`src/rtl/roc_pkg.sv`:
```
package roc_pkg;

    // scheduler states
    typedef enum logic [0:0] {
        ST_SKIP = 1'b0,
        ST_RUN  = 1'b1
    } roc_state_e;

    localparam int MINS_PER_HOUR = 60;
    localparam int LAST_MIN      = MINS_PER_HOUR - 1;
    localparam int CNT_BITS      = 7;
    localparam int MAX_MAG       = 2 ** (CNT_BITS - 1);
    localparam int MAX_TAIL      = MAX_MAG - LAST_MIN;

    // units of correction given to the first second of minute idx
    function automatic int units_for(input int mag, input int idx);
        if (idx < LAST_MIN)
            return (idx < mag) ? 1 : 0;
        if (idx == LAST_MIN && mag > LAST_MIN)
            return mag - LAST_MIN;
        return 0;
    endfunction

endpackage

```
`src/rtl/roc_minute_pos.sv`:
```
module roc_minute_pos #(
    parameter int MIN_SAT = 60,
    parameter int MIN_W   = 6
) (
    input  logic             clk,
    input  logic             rst_n,
    input  logic             min_tick,
    input  logic             hour_tick,
    output logic [MIN_W-1:0] min_idx,
    output logic             odd_hr
);

    localparam logic [MIN_W-1:0] SAT_V = MIN_W'(MIN_SAT);

    always_ff @(posedge clk or negedge rst_n) begin
        if (!rst_n) begin
            min_idx <= '0;
            odd_hr  <= 1'b0;
        end else begin
            if (hour_tick) begin
                min_idx <= '0;
                odd_hr  <= ~odd_hr;
            end else if (min_tick && min_idx != SAT_V) begin
                min_idx <= min_idx + 1'b1;
            end
        end
    end

    // index never passes saturation
    a_r4_idx_saturates: assert property (@(posedge clk) disable iff (!rst_n)
        min_idx <= SAT_V);

    // hour parity flips on every hour boundary
    a_r7_parity_flips: assert property (@(posedge clk) disable iff (!rst_n)
        hour_tick |=> (odd_hr != $past(odd_hr)));

endmodule

```
`src/rtl/roc_sched.sv`:
```
module roc_sched
    import roc_pkg::*;
#(
    parameter int STEP_TICKS = 4,
    parameter int ADJ_W      = 6,
    parameter int MIN_W      = 6,
    parameter int OFF_W      = 8
) (
    input  logic                    clk,
    input  logic                    rst_n,
    input  logic                    off_wr,
    input  logic [OFF_W-1:0]        off_wdata,
    input  logic                    bnd,
    input  logic                    hour_tick,
    input  logic                    odd_hr,
    input  logic [MIN_W-1:0]        min_idx,
    output logic                    adj_stb,
    output logic signed [ADJ_W-1:0] adj_ticks
);

    localparam int VAL_W = OFF_W - 1;
    localparam int SIGN  = VAL_W - 1;

    roc_state_e       st, st_nx;
    logic [OFF_W-1:0] pend, act;
    logic             evt_q;
    logic             run_ok;
    int               mag_i, units_i, amt_i;

    // next hour qualifies: nonzero count and coarse or odd-numbered hour
    assign run_ok = (pend[VAL_W-1:0] != '0) && (pend[VAL_W] || !odd_hr);

    always_comb begin
        st_nx = st;
        if (hour_tick) begin
            unique case (st)
                ST_SKIP: st_nx = run_ok ? ST_RUN : ST_SKIP;  // arm / idle
                ST_RUN:  st_nx = run_ok ? ST_RUN : ST_SKIP;  // keep / rest
                default: st_nx = ST_SKIP;
            endcase
        end
    end

    always_comb begin
        if (act[SIGN])
            mag_i = -int'($signed(act[VAL_W-1:0]));
        else
            mag_i = int'(act[VAL_W-1:0]);
        units_i = units_for(mag_i, int'(min_idx));
        amt_i   = units_i * STEP_TICKS;
    end

    // state register and word holding
    always_ff @(posedge clk or negedge rst_n) begin
        if (!rst_n) begin
            st    <= ST_SKIP;
            pend  <= '0;
            act   <= '0;
            evt_q <= 1'b0;
        end else begin
            st    <= st_nx;
            evt_q <= bnd;
            if (hour_tick)
                act <= pend;
            if (off_wr)
                pend <= off_wdata;
        end
    end

    // output process
    always_ff @(posedge clk or negedge rst_n) begin
        if (!rst_n) begin
            adj_stb   <= 1'b0;
            adj_ticks <= '0;
        end else if (evt_q && st == ST_RUN && units_i != 0) begin
            adj_stb   <= 1'b1;
            adj_ticks <= act[SIGN] ? ADJ_W'(amt_i) : ADJ_W'(-amt_i);
        end else begin
            adj_stb   <= 1'b0;
            adj_ticks <= '0;
        end
    end

    // shortening for positive counts, lengthening for negative
    a_r3_sign_matches: assert property (@(posedge clk) disable iff (!rst_n)
        adj_stb |-> (adj_ticks[ADJ_W-1] == ~$past(act[SIGN])));

    // zero count never adjusts
    a_r5_zero_quiet: assert property (@(posedge clk) disable iff (!rst_n)
        ($past(act[VAL_W-1:0]) == '0) |-> !adj_stb);

    // active word changes only on hour boundaries
    a_r6_act_held: assert property (@(posedge clk) disable iff (!rst_n)
        !hour_tick |=> $stable(act));

endmodule

```
`src/rtl/rate_offset_corrector.sv`:
```
module rate_offset_corrector
    import roc_pkg::*;
#(
    parameter int STEP_TICKS = 4,
    parameter int ADJ_W      = $clog2(MAX_TAIL * STEP_TICKS + 1) + 1
) (
    input  logic                    clk,
    input  logic                    rst_n,
    input  logic                    off_wr,
    input  logic [7:0]              off_wdata,
    input  logic                    min_tick,
    input  logic                    hour_tick,
    output logic                    adj_stb,
    output logic signed [ADJ_W-1:0] adj_ticks
);

    localparam int MIN_SAT = MINS_PER_HOUR;
    localparam int MIN_W   = $clog2(MIN_SAT + 1);

    logic [MIN_W-1:0] min_idx;
    logic             odd_hr;
    logic             bnd;

    assign bnd = min_tick | hour_tick;

    roc_minute_pos #(
        .MIN_SAT (MIN_SAT),
        .MIN_W   (MIN_W)
    ) pos_i (
        .clk       (clk),
        .rst_n     (rst_n),
        .min_tick  (min_tick),
        .hour_tick (hour_tick),
        .min_idx   (min_idx),
        .odd_hr    (odd_hr)
    );

    roc_sched #(
        .STEP_TICKS (STEP_TICKS),
        .ADJ_W      (ADJ_W),
        .MIN_W      (MIN_W),
        .OFF_W      (8)
    ) sched_i (
        .clk       (clk),
        .rst_n     (rst_n),
        .off_wr    (off_wr),
        .off_wdata (off_wdata),
        .bnd       (bnd),
        .hour_tick (hour_tick),
        .odd_hr    (odd_hr),
        .min_idx   (min_idx),
        .adj_stb   (adj_stb),
        .adj_ticks (adj_ticks)
    );

    // a strobe follows a minute or hour tick by two edges
    a_r8_strobe_latency: assert property (@(posedge clk) disable iff (!rst_n)
        adj_stb |-> $past(min_tick | hour_tick, 2));

    // quiet output carries no tick count
    a_r8_quiet_zero: assert property (@(posedge clk) disable iff (!rst_n)
        !adj_stb |-> (adj_ticks == '0));

endmodule

```
`config.mk`:
```
export PLATFORM = sky130hd
export DESIGN_NAME = rate_offset_corrector
export DESIGN_NICKNAME = d
export VERILOG_FILES = /design/src/rtl/roc_pkg.sv /design/src/rtl/roc_minute_pos.sv /design/src/rtl/roc_sched.sv /design/src/rtl/rate_offset_corrector.sv
export SDC_FILE = /design/constraint.sdc
export NUM_CORES = 1
export LEC_CHECK = 0
export CAP_MARGIN = 10
export CORE_AREA = 4 4 82 84
export CTS_CLUSTER_SIZE = 28
export DETAILED_ROUTE_END_ITERATION = 16
export DIE_AREA = 0 0 86 88
export HOLD_SLACK_MARGIN = 0.12
export SLEW_MARGIN = 10
export SYNTH_ARGS = -nofsm -noshare
export SYNTH_HDL_FRONTEND = slang
export SYNTH_SLANG_ARGS = --single-unit
```
`constraint.sdc`:
```
create_clock -name clk -period 7 [get_ports clk]
set_input_delay 1.4 -clock clk [delete_from_list [all_inputs] [get_ports clk]]
set_output_delay 1.4 -clock clk [all_outputs]
set_load 0.05 [all_outputs]
```
# Word-level counts from Yosys, hierarchy flattened
# Cells that the tools add are included.
[totals]
ff_bits = 31
latch_bits = 0
ram_bits = 0
mem_bits_ro = 0
input_bits = 13
output_inout_bits = 7
mem_count = 0
[classes]
add_sub_neg = 4
mul = 0
div = 0
order_cmp = 3
eq_ne = 2
shifts = 0
mux = 15
bitwise_logic = 2
n_reduce_logical = 10
[op_table]
columns = ["op", "n"]
rows = [
  ["32-bit two-way mux", 5],
  ["32-bit by 7-bit > comparator with 1-bit output (second input constant)", 1],
  ["7-bit by 32-bit less-than comparator with 1-bit output", 1],
  ["7-bit negation with 32-bit output", 1],
  ["32-bit nonzero test", 1],
  ["32-bit by 7-bit subtractor with 32-bit output (second input constant)", 1],
  ["6-bit two-way mux", 4],
  ["7-bit nonzero test", 1],
  ["6-bit by 1-bit adder with 6-bit output (second input constant)", 1],
  ["6-bit by 4-bit equality test with 1-bit output (second input constant)", 1],
  ["6-bit less-than comparator (second input constant)", 1],
  ["1-bit two-way mux", 6],
  ["6-bit != test (second input constant)", 1],
  ["6-bit negation", 1],
  ["1-bit logical AND", 5],
  ["2-bit nonzero test", 1],
  ["1-bit logical NOT", 1],
  ["1-bit logical OR", 1],
  ["1-bit NOT", 1],
  ["1-bit bitwise OR", 1],
]

# Logic depth before layout (Yosys ltp)
[depth]
word_depth = 11
depth_mapped = 17

# Modules after synthesis
# Synthesis repeated with hierarchy kept, for this count alone.
[hier_totals]
cells_unflattened = 180
hier_area_um2 = 1838.0
[modules_own_cells]
columns = ["mod", "instances", "cells_each", "area_each_um2", "seq_area_each_um2"]
rows = [
  ["roc_sched", 1, 136, 1413.9, 550.5],
  ["roc_minute_pos", 1, 43, 417.9, 175.2],
  ["rate_offset_corrector", 1, 1, 6.3, 0.0],
]

# Worst setup path before layout
# Ideal clock, no wire load.
[synth_path]
path_type = "reg2reg"
start = "reg sched_i.act[0]"
end = "reg sched_i.adj_ticks[3]"
setup_ns = 0.130
t_arrival_ns = 2.921
required_time_ns = 6.870
slack_ns = 3.949
stages_incl_launch_ff = 16
path_buffers = 1
period_less_slack_ns = 3.051
cell_sequence = "dfrtp_1 > buf_2 > inv_1 > ha_1 > or3b_4 > a211oi_4 > ha_1 > nand2_1 > o21ai_0 > a31oi_1 > a21oi_1 > ha_1 > inv_1 > or2_2 > o221ai_2 > a21oi_1"
[synth_via]
elab_chain_len = 11
elab_cells_between_ends = 18
classes_between = "add/sub (3); order compare (2); mux (10); reduce/logical (3)"
[synth_lines]
columns = ["item", "line", "source"]
rows = [
  ["start, declared", "roc_sched.sv:25", "logic [OFF_W-1:0] pend, act;"],
  ["start signal, assigned", "roc_sched.sv:64", "act <= pend;"],
  ["7-bit negation with 32-bit output", "roc_sched.sv:46", "mag_i = -int'($signed(act[VAL_W-1:0]));"],
  ["32-bit two-way mux *", "roc_sched.sv:45", "if (act[SIGN])"],
  ["7-bit by 32-bit less-than comparator with 1-bit output or 32-bit by 7-bit > comparator with 1-bit output (tied branches)", "roc_pkg.sv:18, roc_pkg.sv:19", ""],
  ["1-bit two-way mux or 1-bit logical AND (tied branches)", "roc_pkg.sv:18, roc_pkg.sv:19", ""],
  ["32-bit two-way mux or 1-bit two-way mux (tied branches)", "roc_pkg.sv:17, roc_pkg.sv:19", ""],
  ["32-bit two-way mux or 1-bit two-way mux (tied branches)", "roc_pkg.sv:19", "if (idx == LAST_MIN && mag > LAST_MIN)"],
  ["32-bit two-way mux", "roc_pkg.sv:21", "return 0;"],
  ["32-bit two-way mux *", "roc_pkg.sv:19", ""],
  ["6-bit negation or 32-bit nonzero test (tied branches)", "roc_sched.sv:77, roc_sched.sv:75", ""],
  ["6-bit two-way mux or 1-bit logical AND (tied branches)", "roc_sched.sv:77, roc_sched.sv:75", ""],
  ["6-bit two-way mux *", "roc_sched.sv:75", "end else if (evt_q && st == ST_RUN && units_i != 0) begin"],
  ["end signal, assigned", "roc_sched.sv:77", "adj_ticks <= act[SIGN] ? ADJ_W'(amt_i) : ADJ_W'(-amt_i);"],
  ["end, declared", "roc_sched.sv:18", "output logic signed [ADJ_W-1:0] adj_ticks"],
]
# Mark *: on every way between the ends. The rest lies on a longest branch, timed or not. The select of a mux whose other input is x is not followed.
# A chain may end at the register's enable or synchronous reset.

# Worst setup path after layout
[layout_path]
start = "reg sched_i.act[0]"
end = "reg sched_i.adj_ticks[5]"
# Same word-level chain as after synthesis.

==> summary.txt <==
Timing
  • Fin crit period: 3.37 ns
  • Worst slew pin tran: 0.700 ns
  • Worst Skew: 0.00970 ns
  • Final Cycle Share: 48.2%
  • Total negative slack: 0 ns
  • Max Fclk: around 300 MHz
  • Final setup viols: 0
  • Final slew viol count: 0
  • Relative slew margins: a little over half
  • RSZ-0062 raised after global routing: no
  • Endpoints failing hold: 0

Floorplan
  • Initial Utilization: 30.0%
  • Row cnt: 28
  • IO Pins: 20
  • Core area: 0.00592 sq mm
  • Die Y: 88 microns
  • Chip Width: 86 microns
  • DIE AREA: 0.00757 sq mm

Setup path
  • Worst setup path end: sched_i.adj_ticks[5]
  • FF-to-FF setup slack: 3.63 ns
  • Maximum fanout along the worst path: 9
  • Reg-to-Reg Start: sched_i.act[0]
  • CP Class: reg -> reg
  • FF-to-FF End: sched_i.adj_ticks[5]
  • FF-to-FF path depth: 14
  • Worst setup EP type: flip-flop
  • CP startpoint: sched_i.act[0]
  • Critical Path Start Type: flip-flop
  • Crit path DAT: 3.54 ns
  • Critical Path RT: 7.17 ns

Final layout
  • Area Growth Syn to Fin: 17.8%
  • Layout cell share with drive strength beyond 1: a little over a fifth
  • Inserted Diodes: 0
  • # nets final: 211

Clock tree
  • Root Buffer Master: clkbuf_8
  • Reg clk slew, reported paths: 0.07 ns
  • Setup bufs post-CTS: 0
  • Hold buffers post-CTS: 0
  • Worst skew pair latency: 0.29 ns
  • Num CTS Buffers: 5
  • TritonCTS clock tree: yes
  • Post-cts sizing count: 0
  • H-Tree Depth: 2
  • Clock Path Buffers: 2
  • Clock Sink Count: 29

Power
  • Max rail drop VDD: 0.000125 V
  • Final Power: 0.540 mW
  • Leak: approximately 0.9 nW
  • Cell Pwr Density: 259 mW/mm^2

Routing
  • DR vias/cell: 4.87
  • Detailed Route Iter0 Violations: 60
  • Drt drc: 0
  • Final wirelength: 3.32 mm
  • Post-DR wirelength/cell: 12.6 microns
  • Total number of vias: 1285
  • Post-route ant nets: 0
  • DRT Pass-1 Iters: 4

Status
  • Status: finished clean

Placement
  • Port bufs: 17
  • Hpwl dp: between 2 and 2.5 mm
  • Final GP Congestion: 0.930

Yosys
  • Prevailing post-synth register cell: dfrtp_1
  • Share of Yosys cell area claimed by the top area cell type: 40.9%
  • Cell variety after synth: 53
  • Yosys top cell by area: dfrtp_1
  • Yosys reg bits: 29
  • Most common cell in the synthesized netlist: dfrtp_1
  • Cell area after synthesis: 0.00177 sq mm
  • Post-synthesis sequential area ratio: around two fifths
  • Yosys warns: 0
  • Cells after Synth: 170
  • Number of enable flip-flop cells after synthesis: 0
  • Ys async rst share: 100%
  • Most common library cells after synthesis: dfrtp_1, mux2_2, nor2_1
  • Synth Area per Inst: 10.4 sq um
  • Synth area leaders: dfrtp_1, mux2_2, ha_1, nor2_1, o21ai_0

Global routing
  • Overflow after GRT: 0
  • Pin count of the biggest net entering global routing: 30
  • GR Util All Layers: 9.91%
  • Initial antenna violation count: 0
  • Vias in the first global route: around 1200
  • First-pass GRT wire length: 5.87 mm

Worst hold path
  • Hold Crit Class: reg -> reg

Flow run
  • Maxcap violations: 0
-- state kept, by name, summed over array words and instances (netlist names) --
name	cells
sched_i.adj_ticks	4
pos_i.min_idx	6
sched_i.st	1
pos_i.odd_hr	1
sched_i.adj_stb	1
sched_i.evt_q	1
sched_i.pend	8
sched_i.act	7
-- worst max-delay path, stage by stage (launching register included) --
cell and delay, ns:
dfrtp_1 0.48, inv_1 0.16, ha_1 0.27, or3b_4 0.42
a211oi_4 0.35, ha_1 0.19, nand2_1 0.04, o21ai_0 0.13
a31oi_1 0.11, a21oi_1 0.22, ha_1 0.22, inv_1 0.07
or2_2 0.30, o221ai_2 0.21, a21oi_1 0.07
-- report_power, final --
| group | internal (mW) | switching (mW) | leakage (nW) |
|---|---|---|---|
| combinational | 0.0742 | 0.102 | 0.490 |
| clock | 0.0795 | 0.0687 | 0.0512 |
| sequential | 0.193 | 0.0224 | 0.352 |
| total | 0.347 | 0.193 | 0.894 |
-- per-layer routing --
metal / vias to the layer above / GRT usage (%) / share of wire [%]
li1: 633 / - / -
met1: 622 / 13.2 / 52
met2: 22 / 14.4 / 41
met3: 8 / 3.95 / 5.2
met4: 0 / 3.88 / 1.7
met5: - / 0 / 0
-- final cells by class --
class                           count  area (sq um)
Inverter                           10          37.5
Fill cell                         607          3830
Clock buffer                        6          82.6
Tap cell                           75          93.8
Timing Repair Buffer               18           178
Sequential cell                    29           726
Multi-Input combinational cell    124           958
Clock inverter                      2          13.8
-- per-stage QoR --
step / hold slack [ns] / cell area (sq um) / utilization [%] / setup slack (ns) / instances
global route: 0.504 / 2090 / 35.3 / 3.32 / 264
detailed placement: 0.453 / 1990 / 33.7 / 3.63 / 256
finish: 0.470 / 2090 / 35.3 / 3.63 / 264
CTS: 0.473 / 2090 / 35.3 / 3.62 / 264
floorplan: 0.431 / 1780 / - / 3.95 / 171
global placement: 0.449 / 1990 / 33.7 / 3.74 / 256
-- how the worst min path moves through the flow --
| stage | cells after the start | startpoint | to | slack (ns) |
|---|---|---|---|---|
| final | 1 | pos_i.odd_hr | pos_i.odd_hr | 0.47 |
| after global routing | 1 | pos_i.odd_hr | pos_i.odd_hr | 0.50 |
| after CTS | 1 | pos_i.odd_hr | pos_i.odd_hr | 0.47 |
| after detailed placement | 1 | pos_i.odd_hr | pos_i.odd_hr | 0.45 |
| after global placement | 1 | pos_i.odd_hr | pos_i.odd_hr | 0.45 |
| after floorplan | 1 | pos_i.odd_hr | pos_i.odd_hr | 0.43 |
-- cell usage in the layout (no fill, tap or decap), drive strengths merged, types with 2 or more instances in the layout --
| cell type | n |
|---|---|
| a31oi | 4 |
| a21oi | 8 |
| mux2 | 13 |
| dfrtp | 29 |
| and2b | 2 |
| nor4b | 2 |
| xor2 | 5 |
| a22oi | 2 |
| inv | 10 |
| nand4 | 2 |
| or2 | 4 |
| clkdlybuf4s50 | 17 |
| a211o | 2 |
| o41ai | 3 |
| clkinv | 2 |
| nor2b | 2 |
| nor2 | 13 |
| xnor2 | 5 |
| ha | 10 |
| clkbuf | 6 |
| nor3 | 3 |
| and2 | 2 |
| nand2 | 12 |
| conb | 2 |
| o21ai | 9 |
| o31ai | 2 |
-- cell families (layout without fill, tap and decap cells) --
group,count (synthesis),in the layout,synth area share (%)
AND/OR/NAND/NOR,51,51,16.5
AO/OA/AOI/OAI,38,38,16.9
flip-flops,29,29,40.9
buffers and inverters,18,36,5.29
multiplexers,13,13,8.25
adder cells (fa/ha/maj),10,10,7.05
XOR/XNOR,10,10,4.94
other,1,2,0.211
(Power assumes the default switching activity.)
